## src/rtl/fbmc_spread_pkg.sv

```systemverilog
package fbmc_spread_pkg;

  // Prototype tap magnitude in Q15 for overlap factor k and tap distance d
  // from the centre. The centre tap (d == 0) is exactly one.
  function automatic int proto_q15(input int k, input int d);
    int q;
    q = 0;
    if (d == 0) q = 32768;
    else begin
      case (k)
        2: if (d == 1) q = 23170;
        3: begin
          if (d == 1) q = 29866;
          if (d == 2) q = 13482;
        end
        4: begin
          if (d == 1) q = 31849;
          if (d == 2) q = 23170;
          if (d == 3) q = 7705;
        end
        default: q = 0;
      endcase
    end
    return q;
  endfunction

  // Product of a sample with a Q15 coefficient, rounded half up.
  function automatic int scale_round(input int x, input int q);
    return int'((longint'(x) * longint'(q) + 64'sd16384) >>> 15);
  endfunction

endpackage

```

## src/rtl/fbmc_spread_seq.sv

```systemverilog
module fbmc_spread_seq #(
  parameter int K = 4
) (
  input  logic clk,
  input  logic rst_n,
  input  logic in_valid,
  input  logic in_last,
  output logic in_ready,
  output logic ev_accept,
  output logic ev_zero,
  output logic ev_step,
  output logic ev_end
);
  localparam int PW      = $clog2(K);
  localparam int FLUSH_N = 2 * K - 2;
  localparam int FW      = $clog2(FLUSH_N);
  localparam logic [PW-1:0] PH_MAX = PW'(K - 1);
  localparam logic [FW-1:0] F_MAX  = FW'(FLUSH_N - 1);

  logic [PW-1:0] phase_q;
  logic [FW-1:0] fcnt_q;
  logic          flush_q;
  logic          last_pend_q;

  assign in_ready  = (phase_q == '0) && !flush_q;
  assign ev_accept = in_valid && in_ready;
  assign ev_zero   = (phase_q != '0) || flush_q;
  assign ev_step   = ev_accept || ev_zero;
  assign ev_end    = flush_q && (fcnt_q == F_MAX);

  always_ff @(posedge clk or negedge rst_n) begin
    if (!rst_n) begin
      phase_q     <= '0;
      fcnt_q      <= '0;
      flush_q     <= 1'b0;
      last_pend_q <= 1'b0;
    end else if (ev_accept) begin
      phase_q     <= PW'(1);
      last_pend_q <= in_last;
    end else if (phase_q != '0) begin
      if (phase_q == PH_MAX) begin
        phase_q <= '0;
        if (last_pend_q) begin
          flush_q     <= 1'b1;
          fcnt_q      <= '0;
          last_pend_q <= 1'b0;
        end
      end else begin
        phase_q <= phase_q + 1'b1;
      end
    end else if (flush_q) begin
      if (ev_end) begin
        flush_q <= 1'b0;
        fcnt_q  <= '0;
      end else begin
        fcnt_q <= fcnt_q + 1'b1;
      end
    end
  end

endmodule

```

## src/rtl/fbmc_spread_tfir.sv

```systemverilog
module fbmc_spread_tfir #(
  parameter int K  = 4,
  parameter int IW = 16,
  parameter int OW = 17
) (
  input  logic                 clk,
  input  logic                 rst_n,
  input  logic                 step,
  input  logic                 clr,
  input  logic signed [IW-1:0] x,
  output logic signed [OW-1:0] y_q
);
  localparam int NT = 2 * K - 1;
  localparam int NS = NT - 1;

  logic signed [OW-1:0] prod [K];
  logic signed [OW-1:0] tap  [NT];
  logic signed [OW-1:0] st_q [NS];

  // One product per distinct coefficient; the centre tap passes x through.
  assign prod[0] = OW'(x);
  for (genvar d = 1; d < K; d++) begin : g_prod
    assign prod[d] = OW'(fbmc_spread_pkg::scale_round(int'(x),
                        fbmc_spread_pkg::proto_q15(K, d)));
  end

  // Each mirrored tap pair reads the same product.
  for (genvar t = 0; t < NT; t++) begin : g_tap
    localparam int DIST = (t >= K - 1) ? (t - (K - 1)) : ((K - 1) - t);
    assign tap[t] = prod[DIST];
  end

  always_ff @(posedge clk or negedge rst_n) begin
    if (!rst_n) begin
      y_q <= '0;
      for (int i = 0; i < NS; i++) st_q[i] <= '0;
    end else if (step) begin
      y_q <= tap[0] + st_q[0];
      if (clr) begin
        for (int i = 0; i < NS; i++) st_q[i] <= '0;
      end else begin
        for (int i = 0; i < NS - 1; i++) st_q[i] <= tap[i+1] + st_q[i+1];
        st_q[NS-1] <= tap[NT-1];
      end
    end
  end

endmodule

```

## src/rtl/fbmc_spread.sv

```systemverilog
module fbmc_spread #(
  parameter int K  = 4,
  parameter int IW = 16
) (
  input  logic              clk,
  input  logic              rst_n,
  input  logic              in_valid,
  output logic              in_ready,
  input  logic signed [IW-1:0] in_re,
  input  logic signed [IW-1:0] in_im,
  input  logic              in_last,
  output logic              out_valid,
  output logic signed [IW:0] out_re,
  output logic signed [IW:0] out_im,
  output logic              out_last
);
  localparam int OW = IW + 1;

  // Internal events, named for the checker.
  logic ev_accept;
  logic ev_zero;
  logic ev_step;
  logic ev_end;

  logic signed [IW-1:0] x_re;
  logic signed [IW-1:0] x_im;

  fbmc_spread_seq #(.K(K)) u_seq (
    .clk      (clk),
    .rst_n    (rst_n),
    .in_valid (in_valid),
    .in_last  (in_last),
    .in_ready (in_ready),
    .ev_accept(ev_accept),
    .ev_zero  (ev_zero),
    .ev_step  (ev_step),
    .ev_end   (ev_end)
  );

  assign x_re = ev_zero ? '0 : in_re;
  assign x_im = ev_zero ? '0 : in_im;

  fbmc_spread_tfir #(.K(K), .IW(IW), .OW(OW)) u_fir_re (
    .clk  (clk),
    .rst_n(rst_n),
    .step (ev_step),
    .clr  (ev_end),
    .x    (x_re),
    .y_q  (out_re)
  );

  fbmc_spread_tfir #(.K(K), .IW(IW), .OW(OW)) u_fir_im (
    .clk  (clk),
    .rst_n(rst_n),
    .step (ev_step),
    .clr  (ev_end),
    .x    (x_im),
    .y_q  (out_im)
  );

  always_ff @(posedge clk or negedge rst_n) begin
    if (!rst_n) begin
      out_valid <= 1'b0;
      out_last  <= 1'b0;
    end else begin
      out_valid <= ev_step;
      out_last  <= ev_end;
    end
  end

endmodule

```

## config.mk

```make
export PLATFORM = sky130hd
export DESIGN_NAME = fbmc_spread
export DESIGN_NICKNAME = d
export VERILOG_FILES = /design/src/rtl/fbmc_spread_pkg.sv /design/src/rtl/fbmc_spread_seq.sv /design/src/rtl/fbmc_spread_tfir.sv /design/src/rtl/fbmc_spread.sv
export SDC_FILE = /design/constraint.sdc
export NUM_CORES = 2
export LEC_CHECK = 0
export ABC_AREA = 1
export BUFFER_PORTS_ARGS = -buffer_cell sky130_fd_sc_hd__buf_2
export CORE_MARGIN = 1.5
export CORE_UTILIZATION = 30
export DETAILED_ROUTE_END_ITERATION = 10
export REMOVE_ABC_BUFFERS = 1
export SYNTH_ARGS = -nofsm -noshare
export SYNTH_HDL_FRONTEND = slang
export SYNTH_SLANG_ARGS = --single-unit
```

## constraint.sdc

```tcl
create_clock -name clk -period 12.58 [get_ports clk]
set_input_delay 1.887 -clock clk [delete_from_list [all_inputs] [get_ports clk]]
set_output_delay 1.887 -clock clk [all_outputs]
set_load 0.02 [all_outputs]
```

* Word-level counts from Yosys, hierarchy flattened
Index checks and enable logic that the tools add are counted.
** Storage, ports and cells
- Input port bits :: 36
- Memories kept :: 0
- Memory bits (read-only) :: 0
- Memory bits (writable) :: 0
- Latch bits :: 0
- Output and inout port bits :: 37
- Logic and storage cells :: 85
- Flip-flop bits (word level) :: 247
** Cells by class
- Add/subtract/negate cells :: 20
- $lt $le $gt $ge :: 0
- Equality and inequality tests :: 4
- $mul :: 6
- Shift operators :: 0
- Reductions and logical operators :: 14
- Mux-type cells :: 20
- Bitwise logic cells :: 1
- Div/mod/pow operators :: 0
** Operators by type and width (number)
- 102-bit 2-to-1 mux :: 2
- 32-bit by 16-bit adder with 32-bit output (second input constant) :: 6
- 17-bit adder :: 10
- 16-bit by 16-bit multiplier with 32-bit output (second input constant) :: 2
- 16-bit by 15-bit multiplier with 31-bit output (second input constant) :: 2
- 16-bit by 14-bit multiplier with 30-bit output (second input constant) :: 2
- 16-bit by 17-bit adder with 17-bit output :: 2
- 16-bit 2-to-1 mux :: 2
- 3-bit 2-to-1 mux :: 5
- 1-bit 2-to-1 mux :: 8
- 2-bit nonzero test :: 4
- 2-bit 2-to-1 mux :: 3
- 4-bit AND reduction :: 1
- 3-bit by 1-bit adder with 3-bit output (second input constant) :: 1
- 3-bit equality test (second input constant) :: 1
- 1-bit logical AND :: 3
- 3-bit AND reduction :: 1
- 2-bit by 1-bit adder with 2-bit output (second input constant) :: 1
- 2-bit equality test (second input constant) :: 1
- 2-bit logical NOT :: 1
- 1-bit logical OR :: 2
- 2-bit by 1-bit inequality test with 1-bit output (second input constant) :: 1
- 2-bit inequality test (second input constant) :: 1
- 2-bit AND reduction :: 1
- other kinds (2) :: 2

* Depth between registers and ports, before layout
- Depth in word-level cells :: 7
- Gate-level depth with buffers :: 51

* Cells and area by module
Synthesis repeated with hierarchy kept, for this count alone.
** Unflattened totals
- Cells, all modules :: 5344
- Area total of the unflattened synthesis :: 42741.0 um^2
** By module, submodules not included
- fbmc_spread_tfir (u_fir_re) :: area each 21190.3 um^2, cells each 2649, sequential area each 2952.8 um^2, times used 1
- fbmc_spread_tfir (u_fir_im) :: area each 20776.2 um^2, cells each 2570, sequential area each 2952.8 um^2, times used 1
- fbmc_spread_seq :: area each 450.4 um^2, cells each 56, sequential area each 175.2 um^2, times used 1
- fbmc_spread :: area each 324.1 um^2, cells each 69, sequential area each 50.0 um^2, times used 1

* Worst setup path before layout
OpenSTA, ideal clock, no wires.
- Path kind :: in2reg
- From :: input port in_re[15]
- To :: register u_fir_re.y_q[14]
- Setup slack :: 3.466 ns
- Stages :: 36
- Setup time :: 0.118 ns
- Arrival :: 8.996 ns
- Buffers on the path :: 2
- Cell sequence :: nand2_1 -> buf_1 -> clkbuf_1 -> fa_1 -> inv_1 -> ha_1 -> inv_1 -> fa_1 -> inv_1 -> fa_1 -> inv_1 -> fa_1 -> inv_1 -> ha_1 -> nand2_1 -> o21ai_0 -> inv_1 -> nand2_2 -> xor2_2 -> nand2_1 -> nor2_1 -> nand2_1 -> xor2_1 -> inv_1 -> ha_1 -> a21oi_1 -> o21ai_0 -> a21oi_1 -> o21bai_1 -> nand3_1 -> nand2_1 -> nand3_1 -> nand2_1 -> nand2_1 -> nand3_1 -> nand2_1
** On the way
- Word-level cells in the longest chain between the ends :: 4
** RTL lines
- start: declaration :: line fbmc_spread.sv:9 : input logic signed [IW-1:0] in_re,
- 16-bit 2-to-1 mux :: line fbmc_spread.sv:40 : assign x_re = ev_zero ? '0 : in_re;
- 16-bit by 14-bit multiplier with 30-bit output :: line fbmc_spread_pkg.sv:29 : return int'((longint'(x) * longint'(q) + 64'sd16384) >>> 15);
- 32-bit by 16-bit adder with 32-bit output :: line fbmc_spread_pkg.sv:29
- 17-bit adder :: line fbmc_spread_tfir.sv:38 : y_q <= tap[0] + st_q[0];
- end signal: assignment :: line fbmc_spread_tfir.sv:38
- end: declaration :: line fbmc_spread_tfir.sv:11 : output logic signed [OW-1:0] y_q
Every way passes these cells.
A chain may end at the register's enable or synchronous reset.

* Final worst setup path
- From :: input port in_re[5]
- To :: register u_fir_re.y_q[14]
The elaborated chain is that of the path after synthesis.

==> results.ini <==
[run_status]
outcome=finished, final reports clean

[synth]
mappedNetlistArea_sq_um=44740
synth_enable_flop_cells=0
yosysUniqueCellTypes=65
synth_top_area_cell=ha_1
yosysWarnings=0
synth.avg_cell_area_sq_um=7.548
synthCells=5927
synth_seq_cells=247
synth-main-ff-cell=dfrtp_1
ys_top_cells_by_area=ha_1, fa_1, dfrtp_1
synth.most_common_cell=inv_1
synth_top_cell_area_share=0.2053
synth_commonest_cells=inv_1, nand2_1, ha_1
async_flop_share=1.000
yosysSeqAreaShare=0.1382

[grt]
use_met3=0.01544
grt_max_degree=173
grtUsageMet1=0.2500
grt-busiest-layer=met2
grt_first_pass_wirelength_um=222500
grt_pass1_vias=39030
met2_usage=0.3222
antenna_found_initial=4
grt_use_total=0.1882
grt-ovfl-total=0

[pwr]
peakVddDrop_uv=70.63
p_leak_nw=28.44
pwr_density_cell_nw_per_um2=73.85

[setup_path]
worstPathRequired_ps=13020
worstPathArrival_ps=11030
cp_max_fo=10
critPathKind=primary input to register
cp-end-kind=register
crit_buf_inv=10
cp_common_cell=nand2_1
crit_slowest_cell=nor2_2
critical_path.top_delay_family=simple AND/OR/NAND/NOR gates
worst_setup_path_start_kind=primary input
cp_slowest_stage_delay_ps=600

[cts]
clock_latency_ps=570
root_buffer=clkbuf_16
clkTransAtPathRegs_ps=50
htree_levels=2
clock-sinks=247
cts_hold_buf=0
cts_buffers=36
cts_tree=done
clockBufferDepth=3
post_cts_buffers=0
cts_resized=0

[hold_path]
hold_class=register to register

[timing]
slew_violations=0
fmax_mhz=94.46
clock_skew_ps=28.61
finalSetupViolCount=0
slew-limit-headroom=0.2211
fin_crit_sh=0.8416
min_period_ps=10590
hold_violations=0
fin_tns_setup_ps=0
rsz0062_at_grt=false
layout_setup_ws_ps=1993
tightest_slew_ps=1168

[detailed_routing]
dr_total_vias=38550
wl_per_cell_um=17.97
dr.pass1.iters=6
drc=0
drt_wl_total_um=142900
drt_iter0_markers=2880
routed_via_density=4.849
ant_nets=0

[die]
dieHeight_um=389.2
coreArea_sq_um=147800
die_area_sq_um=151400
io_pins=73
fp.dieW_um=389.2
initial_core_util=0.3026
fp-row-count=141

[finish]
area_growth_pct=8.900
drive_above_1_share=0.04900
diodes=0
fin_nets=7186

[placed_design]
gp_congestion=0.9869
post-place-ws_ps=1476
hpwl_um=120100
portBuffers=72

[job]
maxCapViolCount=0

[kinds of logic after synthesis]
kind of cell / after synthesis / share of synthesized area
XOR/XNOR: 202 / 0.04106
multiplexers: 8 / 0.001790
flip-flops: 247 / 0.1382
AND/OR/NAND/NOR: 2099 / 0.1990
AO/OA/AOI/OAI: 889 / 0.1140
buffers and inverters: 1326 / 0.1119
adder cells (fa/ha/maj): 1156 / 0.3941
[flip-flops by register name, indices dropped and copies added, names as in the netlist]
register	count
u_fir_re.y_q	17
out_valid	1
u_fir_re.st_q	102
out_last	1
u_seq.phase_q	2
u_seq.last_pend_q	1
u_seq.flush_q	1
u_fir_im.y_q	17
u_fir_im.st_q	102
u_seq.fcnt_q	3
[power breakdown]
group / internal (mW) / switching [mW]
Sequential: 0.981 / 0.161
Clock: 0.673 / 0.423
Combinational: 0.478 / 0.882
Total: 2.13 / 1.47
[tightest hold or removal path, delay by kind of cell (launching register included)]
| family | cells | cell delay, ps |
|---|---|---|
| simple gates | 2 | 100 |
| flops | 1 | 340 |
[cell type report]
cell class / count / area [sq um]
Clock buffer: 51 / 1059
Clock inverter: 14 / 215.2
Fill cell: 15900 / 99120
Inverter: 1264 / 4752
Multi-Input combinational cell: 4354 / 33570
Sequential cell: 247 / 6181
Tap cell: 1930 / 2415
Timing Repair Buffer: 91 / 525.5
[metal layers]
metal | share of wire | vias to the layer above
li1 | - | 19050
met1 | 0.45 | 18320
met2 | 0.47 | 982
met3 | 0.044 | 207
met4 | 0.034 | 0
met5 | 0 | -
[per-stage QoR]
step / area, sq um / hold WS, ps / power, mW / cells / utilization
2_1_floorplan: 44480 / 449.1 / 2.022 / 5865 / -
3_3_place_gp: 47440 / 460.4 / 2.493 / 7886 / 0.3209
3_5_place_dp: 47440 / 466.8 / 2.499 / 7886 / 0.3209
4_1_cts: 48720 / 482.5 / 3.637 / 7951 / 0.3295
5_1_grt: 48720 / 500.4 / 3.858 / 7951 / 0.3295
6_report: 48720 / 474.3 / 3.598 / 7951 / 0.3295
[placed cells by master (no fill, tap or decap), types with 9 or more instances in the layout]
cell type,n
a21o_1,27
a21oi_1,347
a22o_1,22
a31oi_1,33
a32o_1,15
buf_2,71
buf_4,18
clkbuf_16,37
dfrtp_1,247
fa_1,422
ha_1,734
inv_1,1250
inv_2,9
nand2_1,1226
nand2_2,22
nand3_1,238
nand3b_1,23
nand4_1,34
nor2_1,380
nor2_2,9
nor2_4,11
nor3_1,52
nor4_1,27
o21ai_0,296
o21ai_1,16
o21bai_1,25
o221ai_1,26
o22ai_1,23
or2_2,51
xnor2_1,71
xor2_1,122
xor2_2,9
[path summary, 6_finish.rpt]
path / startpoint / end / slack [ps] / cells past startpoint
setup / recovery: in_re[5] / u_fir_re.y_q[14]$_DFFE_PN0P_ / 1990 / 45
hold / removal: u_fir_re.y_q[16]$_DFFE_PN0P_ / u_fir_re.y_q[16]$_DFFE_PN0P_ / 470 / 2
setup reg to reg: u_seq.phase_q[0]$_DFFE_PN0P_ / u_fir_re.y_q[14]$_DFFE_PN0P_ / 2140 / 47
hold reg to reg: u_fir_re.y_q[16]$_DFFE_PN0P_ / u_fir_re.y_q[16]$_DFFE_PN0P_ / 470 / 2
max in group asynchronous: rst_n / u_fir_re.st_q[0]$_DFFE_PN0P_ / 9390 / 3
min in group asynchronous: rst_n / u_fir_im.y_q[0]$_DFFE_PN0P_ / 1280 / 1
Note: power is estimated with default switching activity, not from simulation.
